===== config.mk =====
export PLATFORM = sky130hd
export DESIGN_NAME = bridge_fifo
export DESIGN_NICKNAME = d
export VERILOG_FILES = /design/src/rtl/bfifo_pkg.sv /design/src/rtl/bfifo_ctrl.sv /design/src/rtl/bfifo_store.sv /design/src/rtl/bfifo_wr_port.sv /design/src/rtl/bfifo_rd_port.sv /design/src/rtl/bridge_fifo.sv
export SDC_FILE = /design/constraint.sdc
export NUM_CORES = 1
export LEC_CHECK = 0
export BUFFER_PORTS_ARGS = -buffer_cell sky130_fd_sc_hd__buf_2
export CAP_MARGIN = 20
export CORE_MARGIN = 4
export CORE_UTILIZATION = 43
export CTS_CLUSTER_SIZE = 16
export DETAILED_ROUTE_END_ITERATION = 12
export PLACE_DENSITY = 0.59
export SLEW_MARGIN = 20
export SYNTH_ARGS = -nofsm -noshare
export SYNTH_HDL_FRONTEND = slang
export SYNTH_HIERARCHICAL = 1
export SYNTH_SLANG_ARGS = --single-unit

===== constraint.sdc =====
create_clock -name clk -period 12 [get_ports clk]
set_input_delay 2.4 -clock clk [delete_from_list [all_inputs] [get_ports clk]]
set_output_delay 2.4 -clock clk [all_outputs]
set_load 0.05 [all_outputs]

===== src/rtl/bfifo_pkg.sv =====
package bfifo_pkg;

    typedef enum logic [1:0] {
        FILL_EMPTY   = 2'd0,
        FILL_PARTIAL = 2'd1,
        FILL_FULL    = 2'd2
    } fill_state_e;

    // smallest power of two that is not below bits
    function automatic int slot_width(input int bits);
        int w;
        w = 1;
        for (int i = 0; i < 32; i++) begin
            if (w < bits) w = w * 2;
        end
        return w;
    endfunction

endpackage


===== src/rtl/bfifo_ctrl.sv =====
module bfifo_ctrl
    import bfifo_pkg::*;
#(
    parameter int DEPTH = 16,
    localparam int AW = $clog2(DEPTH)
) (
    input  logic          clk,
    input  logic          rst_n,
    input  logic          push_req,
    input  logic          pop_req,
    output logic          push_ok,
    output logic          pop_ok,
    output logic          full,
    output logic          empty,
    output logic [AW-1:0] wr_ptr,
    output logic [AW-1:0] rd_ptr
);

    localparam int CW = AW + 1;
    localparam logic [CW-1:0] DEPTH_C = CW'(DEPTH);

    fill_state_e   state, state_nxt;
    logic [CW-1:0] count, count_nxt;

    always_comb begin
        count_nxt = count;
        if (push_ok && !pop_ok) begin
            count_nxt = count + 1'b1;
        end else if (pop_ok && !push_ok) begin
            count_nxt = count - 1'b1;
        end
    end

    always_comb begin
        state_nxt = state;
        unique case (state)
            FILL_EMPTY: begin
                if (push_ok) state_nxt = FILL_PARTIAL;
            end
            FILL_PARTIAL: begin
                if (count_nxt == '0) begin
                    state_nxt = FILL_EMPTY;
                end else if (count_nxt == DEPTH_C) begin
                    state_nxt = FILL_FULL;
                end
            end
            FILL_FULL: begin
                if (pop_ok) state_nxt = FILL_PARTIAL;
            end
            default: state_nxt = FILL_EMPTY;
        endcase
    end

    always_ff @(posedge clk or negedge rst_n) begin
        if (!rst_n) begin
            state  <= FILL_EMPTY;
            count  <= '0;
            wr_ptr <= '0;
            rd_ptr <= '0;
        end else begin
            state <= state_nxt;
            count <= count_nxt;
            if (push_ok) wr_ptr <= wr_ptr + 1'b1;
            if (pop_ok)  rd_ptr <= rd_ptr + 1'b1;
        end
    end

    always_comb begin
        full    = (state == FILL_FULL);
        empty   = (state == FILL_EMPTY);
        push_ok = push_req && !full;
        pop_ok  = pop_req && !empty;
    end


    count_up_chk: assert property (@(posedge clk) disable iff (!rst_n)
        (push_ok && !pop_ok) |=> (count == $past(count) + 1'b1));


    count_down_chk: assert property (@(posedge clk) disable iff (!rst_n)
        (pop_ok && !push_ok) |=> (count == $past(count) - 1'b1));


    count_hold_chk: assert property (@(posedge clk) disable iff (!rst_n)
        (push_ok && pop_ok) |=> $stable(count));


    state_fill_agree_chk: assert property (@(posedge clk) disable iff (!rst_n)
        ((state == FILL_FULL) == (count == DEPTH_C)) &&
        ((state == FILL_EMPTY) == (count == '0)));

endmodule


===== src/rtl/bfifo_store.sv =====
module bfifo_store #(
    parameter int W     = 32,
    parameter int DEPTH = 16,
    localparam int AW   = $clog2(DEPTH)
) (
    input  logic          clk,
    input  logic          we,
    input  logic [AW-1:0] waddr,
    input  logic [W-1:0]  wdata,
    input  logic [AW-1:0] raddr,
    output logic [W-1:0]  rdata
);

    logic [W-1:0] mem [DEPTH];

    always_ff @(posedge clk) begin
        if (we) mem[waddr] <= wdata;
    end

    assign rdata = mem[raddr];

endmodule


===== src/rtl/bfifo_wr_port.sv =====
module bfifo_wr_port #(
    parameter bit WR_STREAM    = 1'b1,
    parameter bit BACKPRESSURE = 1'b1,
    parameter bit PACKETS      = 1'b1,
    parameter int MM_W         = 32,
    parameter int SYM_BITS     = 10,
    parameter int SYMS         = 2,
    parameter int SLOT_W       = 16,
    parameter int CHAN_W       = 2,
    parameter int ERR_W        = 1,
    parameter int WORD_W       = 32
) (
    input  logic                     full,
    input  logic                     mmw_write,
    input  logic [MM_W-1:0]          mmw_writedata,
    output logic                     mmw_waitrequest,
    input  logic                     snk_valid,
    output logic                     snk_ready,
    input  logic [SYM_BITS*SYMS-1:0] snk_data,
    input  logic [CHAN_W-1:0]        snk_channel,
    input  logic [ERR_W-1:0]         snk_error,
    input  logic                     snk_sop,
    input  logic                     snk_eop,
    output logic                     push_req,
    output logic [WORD_W-1:0]        word,
    output logic [CHAN_W-1:0]        chan,
    output logic [ERR_W-1:0]         err,
    output logic                     sop,
    output logic                     eop
);

    if (WR_STREAM) begin : g_st
        for (genvar i = 0; i < SYMS; i++) begin : g_slot
            assign word[i*SLOT_W +: SLOT_W] = SLOT_W'(snk_data[i*SYM_BITS +: SYM_BITS]);
        end
        if (WORD_W > SYMS * SLOT_W) begin : g_pad
            assign word[WORD_W-1:SYMS*SLOT_W] = '0;
        end
        assign push_req        = snk_valid;
        assign snk_ready       = BACKPRESSURE ? !full : 1'b1;
        assign mmw_waitrequest = 1'b0;
        assign chan            = snk_channel;
        assign err             = snk_error;
        assign sop             = PACKETS ? snk_sop : 1'b0;
        assign eop             = PACKETS ? snk_eop : 1'b0;
        logic unused_mm;
        assign unused_mm = ^{mmw_write, mmw_writedata};
    end else begin : g_mm
        assign word            = WORD_W'(mmw_writedata);
        assign push_req        = mmw_write;
        assign mmw_waitrequest = BACKPRESSURE ? full : 1'b0;
        assign snk_ready       = 1'b0;
        assign chan            = '0;
        assign err             = '0;
        assign sop             = 1'b0;
        assign eop             = 1'b0;
        logic unused_st;
        assign unused_st = ^{snk_valid, snk_data, snk_channel, snk_error, snk_sop, snk_eop};
    end

endmodule


===== src/rtl/bfifo_rd_port.sv =====
module bfifo_rd_port #(
    parameter bit RD_STREAM    = 1'b1,
    parameter bit BACKPRESSURE = 1'b1,
    parameter bit PACKETS      = 1'b1,
    parameter int MM_W         = 32,
    parameter int SYM_BITS     = 10,
    parameter int SYMS         = 2,
    parameter int SLOT_W       = 16,
    parameter int CHAN_W       = 2,
    parameter int ERR_W        = 1,
    parameter int WORD_W       = 32
) (
    input  logic                     clk,
    input  logic                     rst_n,
    input  logic                     empty,
    input  logic                     pop_ok,
    input  logic [WORD_W-1:0]        word,
    input  logic [CHAN_W-1:0]        chan,
    input  logic [ERR_W-1:0]         err,
    input  logic                     sop,
    input  logic                     eop,
    output logic                     pop_req,
    input  logic                     mmr_read,
    output logic [MM_W-1:0]          mmr_readdata,
    output logic                     mmr_waitrequest,
    output logic                     src_valid,
    input  logic                     src_ready,
    output logic [SYM_BITS*SYMS-1:0] src_data,
    output logic [CHAN_W-1:0]        src_channel,
    output logic [ERR_W-1:0]         src_error,
    output logic                     src_sop,
    output logic                     src_eop
);

    if (RD_STREAM) begin : g_st
        for (genvar i = 0; i < SYMS; i++) begin : g_slot
            assign src_data[i*SYM_BITS +: SYM_BITS] =
                empty ? '0 : word[i*SLOT_W +: SYM_BITS];
        end
        assign src_valid       = !empty;
        assign pop_req         = !empty && (BACKPRESSURE ? src_ready : 1'b1);
        assign src_channel     = empty ? '0 : chan;
        assign src_error       = empty ? '0 : err;
        assign src_sop         = PACKETS && !empty && sop;
        assign src_eop         = PACKETS && !empty && eop;
        assign mmr_readdata    = '0;
        assign mmr_waitrequest = 1'b0;
        logic unused_rd;
        assign unused_rd = ^{mmr_read, pop_ok, word};

        if (BACKPRESSURE) begin : g_hold

            src_hold_chk: assert property (@(posedge clk) disable iff (!rst_n)
                (src_valid && !src_ready) |=> (src_valid && $stable(src_data) &&
                    $stable(src_channel) && $stable(src_error) &&
                    $stable(src_sop) && $stable(src_eop)));
        end
    end else begin : g_mm
        assign pop_req         = mmr_read;
        assign mmr_waitrequest = BACKPRESSURE ? empty : 1'b0;
        assign mmr_readdata    = pop_ok ? MM_W'(word) : '0;
        assign src_valid       = 1'b0;
        assign src_data        = '0;
        assign src_channel     = '0;
        assign src_error       = '0;
        assign src_sop         = 1'b0;
        assign src_eop         = 1'b0;
        logic unused_rd;
        assign unused_rd = ^{src_ready, chan, err, sop, eop, word};


        empty_read_zero_chk: assert property (@(posedge clk) disable iff (!rst_n)
            (mmr_read && empty) |-> (mmr_readdata == '0));
    end

endmodule


===== src/rtl/bridge_fifo.sv =====
module bridge_fifo
    import bfifo_pkg::*;
#(
    parameter bit WR_STREAM     = 1'b1,
    parameter bit RD_STREAM     = 1'b1,
    parameter bit BACKPRESSURE  = 1'b1,
    parameter bit PACKETS       = 1'b1,
    parameter int DEPTH         = 16,
    parameter int MM_W          = 32,
    parameter int SYM_BITS      = 10,
    parameter int SYMS_PER_BEAT = 2,
    parameter int CHAN_W        = 2,
    parameter int ERR_W         = 1
) (
    input  logic                              clk,
    input  logic                              rst_n,
    input  logic                              mmw_write,
    input  logic [MM_W-1:0]                   mmw_writedata,
    output logic                              mmw_waitrequest,
    input  logic                              snk_valid,
    output logic                              snk_ready,
    input  logic [SYM_BITS*SYMS_PER_BEAT-1:0] snk_data,
    input  logic [CHAN_W-1:0]                 snk_channel,
    input  logic [ERR_W-1:0]                  snk_error,
    input  logic                              snk_sop,
    input  logic                              snk_eop,
    input  logic                              mmr_read,
    output logic [MM_W-1:0]                   mmr_readdata,
    output logic                              mmr_waitrequest,
    output logic                              src_valid,
    input  logic                              src_ready,
    output logic [SYM_BITS*SYMS_PER_BEAT-1:0] src_data,
    output logic [CHAN_W-1:0]                 src_channel,
    output logic [ERR_W-1:0]                  src_error,
    output logic                              src_sop,
    output logic                              src_eop
);

    localparam int AW      = $clog2(DEPTH);
    localparam int WORD_W  = (WR_STREAM || RD_STREAM) ? 32 : MM_W;
    localparam int SLOT_W  = slot_width(SYM_BITS);
    localparam int ENTRY_W = WORD_W + CHAN_W + ERR_W + 2;

    logic              push_req, pop_req, push_ok, pop_ok, full, empty;
    logic [AW-1:0]     wr_ptr, rd_ptr;
    logic [WORD_W-1:0] in_word, out_word;
    logic [CHAN_W-1:0] in_chan, out_chan;
    logic [ERR_W-1:0]  in_err, out_err;
    logic              in_sop, in_eop, out_sop, out_eop;
    logic [ENTRY_W-1:0] in_entry, out_entry;

    bfifo_ctrl #(.DEPTH(DEPTH)) u_ctrl (
        .clk      (clk),
        .rst_n    (rst_n),
        .push_req (push_req),
        .pop_req  (pop_req),
        .push_ok  (push_ok),
        .pop_ok   (pop_ok),
        .full     (full),
        .empty    (empty),
        .wr_ptr   (wr_ptr),
        .rd_ptr   (rd_ptr)
    );

    bfifo_wr_port #(
        .WR_STREAM (WR_STREAM), .BACKPRESSURE (BACKPRESSURE), .PACKETS (PACKETS),
        .MM_W (MM_W), .SYM_BITS (SYM_BITS), .SYMS (SYMS_PER_BEAT),
        .SLOT_W (SLOT_W), .CHAN_W (CHAN_W), .ERR_W (ERR_W), .WORD_W (WORD_W)
    ) u_wr (
        .full            (full),
        .mmw_write       (mmw_write),
        .mmw_writedata   (mmw_writedata),
        .mmw_waitrequest (mmw_waitrequest),
        .snk_valid       (snk_valid),
        .snk_ready       (snk_ready),
        .snk_data        (snk_data),
        .snk_channel     (snk_channel),
        .snk_error       (snk_error),
        .snk_sop         (snk_sop),
        .snk_eop         (snk_eop),
        .push_req        (push_req),
        .word            (in_word),
        .chan            (in_chan),
        .err             (in_err),
        .sop             (in_sop),
        .eop             (in_eop)
    );

    assign in_entry = {in_sop, in_eop, in_err, in_chan, in_word};

    bfifo_store #(.W(ENTRY_W), .DEPTH(DEPTH)) u_store (
        .clk   (clk),
        .we    (push_ok),
        .waddr (wr_ptr),
        .wdata (in_entry),
        .raddr (rd_ptr),
        .rdata (out_entry)
    );

    assign {out_sop, out_eop, out_err, out_chan, out_word} = out_entry;

    bfifo_rd_port #(
        .RD_STREAM (RD_STREAM), .BACKPRESSURE (BACKPRESSURE), .PACKETS (PACKETS),
        .MM_W (MM_W), .SYM_BITS (SYM_BITS), .SYMS (SYMS_PER_BEAT),
        .SLOT_W (SLOT_W), .CHAN_W (CHAN_W), .ERR_W (ERR_W), .WORD_W (WORD_W)
    ) u_rd (
        .clk             (clk),
        .rst_n           (rst_n),
        .empty           (empty),
        .pop_ok          (pop_ok),
        .word            (out_word),
        .chan            (out_chan),
        .err             (out_err),
        .sop             (out_sop),
        .eop             (out_eop),
        .pop_req         (pop_req),
        .mmr_read        (mmr_read),
        .mmr_readdata    (mmr_readdata),
        .mmr_waitrequest (mmr_waitrequest),
        .src_valid       (src_valid),
        .src_ready       (src_ready),
        .src_data        (src_data),
        .src_channel     (src_channel),
        .src_error       (src_error),
        .src_sop         (src_sop),
        .src_eop         (src_eop)
    );

endmodule


==> flow_summary.yaml <==
worst_setup_path:
  number_of_buffer_and_inverter_instances_along_the_worst_setup_path: 3
  critical_path_class: "flip-flop to primary output"
  crit_path_start_kind: "flip-flop"
  path_common_cell: "sky130_fd_sc_hd__buf_4"
  worst-endpoint-arrival_ps: 4270
  timing.critical_path.slowest_cell_delay_ps: 890
  cp-end-kind: "primary output"
  reg2regPathDepth: 6
  crit_path_top_delay_cell: "sky130_fd_sc_hd__dfrtp_4"
  path_depth: 7
  crit_path_cells: "buf_4 > buf_4 > mux4_2 > a22oi_1 > nand2_1 > nor2b_1 > buf_2"
  cp_max_fo: 37
  critical_path.top_delay_family: "buffers and inverters"
  required_ps: 9600
drt:
  firstDrtPassIters: 5
  detail_route.drc_violations: 0
  detail_route.wirelength_mm: 34.1
  final_ant_viol_nets: 0
  vias: 7496
  drt-initial-drc-count: 493
  via_per_inst: 5.33
  route.detailed.wl_per_inst_microns: 24.3
global_routing:
  grt_pass1_wl_mm: 50.9
  groute.usage.overall_pct: 16.3
  globalRouteOverflowTotal: 0
  grt_max_degree: 61
  number_of_global_route_vias_before_repair: 7937
  number_of_antenna_violations_at_the_first_check_in_global_routing: 2
layout:
  mostFrequentLayoutCell: "sky130_fd_sc_hd__edfxtp_1"
  most-common-layout-cells: "400 x sky130_fd_sc_hd__edfxtp_1, 100 x sky130_fd_sc_hd__mux4_2, 55 x sky130_fd_sc_hd__buf_2"
  antennaDiodeCount: 0
  fillers: 3153
  area_occupied_by_multi_input_gates_sq_mm: 0.00379
  layout.nets: 933
  final_layout_size_suffix_gt1_share_pct: 28.8
  layout-area-overhead-vs-synth_pct: 11.6
  register_area_sq_mm: 0.0124
  utilization_pct: 49.1
clocking:
  cts_made_buffers: 44
  cts-htree-levels: 2
  clkLatencyLatePin_ps: 540
  clock_tree_from_tritoncts: "built"
  cts_root_buffer: "sky130_fd_sc_hd__clkbuf_16"
  clock-sinks: 415
  cts.clk_slew.worst_paths_ps: 60
  bufs_on_longest_clock_path: 3
  ctsResizeCount: 0
  holdBufCountCts: 0
  cts_setup_buffers: 0
sta:
  timing_worst_slew_pin_value_ps: 1150
  final_worst_clock_skew_ps: 14.5
  finalSetupTns_ps: 0
  timing.final.hold_violations: 0
  period_needed_ps: 6670
  rsz0062_at_grt: "false"
  final-max-slew-violation-count: 0
  max_freq_ghz: 0.150
  slew-limit-headroom_pct: 23.3
  post-route-period-util_pct: 55.5
  finalSetupViolCount: 0
power_and_ir_drop:
  switching_power_mw: 1.62
  vdd.ir_drop.worst_mv: 0.142
  comb_power_share_pct: 32.8
  power.leakage_nw: 6.05
  seq_power_share_pct: 40.2
  power_density_mw_per_mm2: 254
  sw_share_pct: 34.2
  share_clk_of_total_power_pct: 27.0
  internal-power_mw: 3.11
min_path:
  worst_hold_class: "flip-flop to flip-flop"
  hold_path_depth: 1
logic_synthesis:
  number_of_cells_produced_by_synthesis: 834
  mappedNetlistArea_sq_mm: 0.0167
  postSynthAreaPerCell_sq_um: 20.0
  ys.warnings.count: 6
floorplan:
  start_util_pct: 43.9
  core_area_sq_mm: 0.0380
  horiz_die_dim_microns: 205
  chipHeight_microns: 205
  core.rowCount: 71
  die-area_sq_mm: 0.0421
  io-pin-count: 124
placement:
  hpwl_mm: 17.5
  gpl.final_weighted_congestion: 0.708
  port-buffer-count: 55
outcome:
  status: "completed"
flow_run:
  max_cap_violations: 0
## worst reg2reg max path: stages, from the launching register on
cell and delay, ps:
sky130_fd_sc_hd__dfrtp_1 630, sky130_fd_sc_hd__or2b_1 200, sky130_fd_sc_hd__nand2_2 110, sky130_fd_sc_hd__inv_1 190, sky130_fd_sc_hd__or3b_2 600, sky130_fd_sc_hd__nor3_4 700
sky130_fd_sc_hd__buf_4 480
## routing by layer
metal | share of wire, % | track usage [%]
met5 | 0.082 | 0
met4 | 1.6 | 3.85
met3 | 4.8 | 2.87
met2 | 51 | 27.9
met1 | 43 | 22.1
## sequential cells by signal, summed over array words and instances, names as in the netlist
signal / flops
u_ctrl/count: 5
u_store/mem: 400
u_ctrl/rd_ptr: 4
u_ctrl/state: 2
u_ctrl/wr_ptr: 4
## cell type report
cell class / instances / share of cell area, %
timing repair buffer: 68 / 2.35
multi-input combinational: 329 / 20.3
inverter: 8 / 0.161
sequential: 415 / 66.4
clock buffer: 59 / 6.43
tap: 511 / 3.43
clock inverter: 16 / 0.838
## metrics by stage
| step | area, sq um | hold WS, ps | power [mW] | instances | setup WS, ps |
|---|---|---|---|---|---|
| after floorplan | 16800 | 436 | 3.14 | 866 | 6600 |
| after global placement | 17200 | 459 | 3.49 | 1327 | 5780 |
| after detailed placement | 17200 | 474 | 3.51 | 1329 | 5780 |
| after CTS | 18600 | 484 | 4.80 | 1404 | 5190 |
| after global routing | 18700 | 483 | 4.97 | 1406 | 4920 |
| final | 18700 | 478 | 4.73 | 1406 | 5330 |
## path summary, 6_finish.rpt
path                                  startpoint           endpoint  slack, ps
worst max register to register   u_ctrl/state[0]  u_store/mem[0][7]       8760
worst min-delay path             u_ctrl/count[4]    u_ctrl/count[4]        480
worst min register to register   u_ctrl/count[4]    u_ctrl/count[4]        480
max in group asynchronous                  rst_n   u_ctrl/rd_ptr[0]       9950
worst max-delay path            u_ctrl/rd_ptr[0]       src_data[17]       5330
min in group asynchronous                  rst_n    u_ctrl/count[2]       1770
## power groups by stage
stage	registers, mW	clock network, mW	logic (mW)
after CTS	1.91	1.31	1.58
after detailed placement	1.94	0	1.58
after floorplan	1.84	0	1.30
after global placement	1.93	0	1.56
final	1.90	1.28	1.55
after global routing	1.93	1.37	1.67
Power figures use the tool's default switching activity.
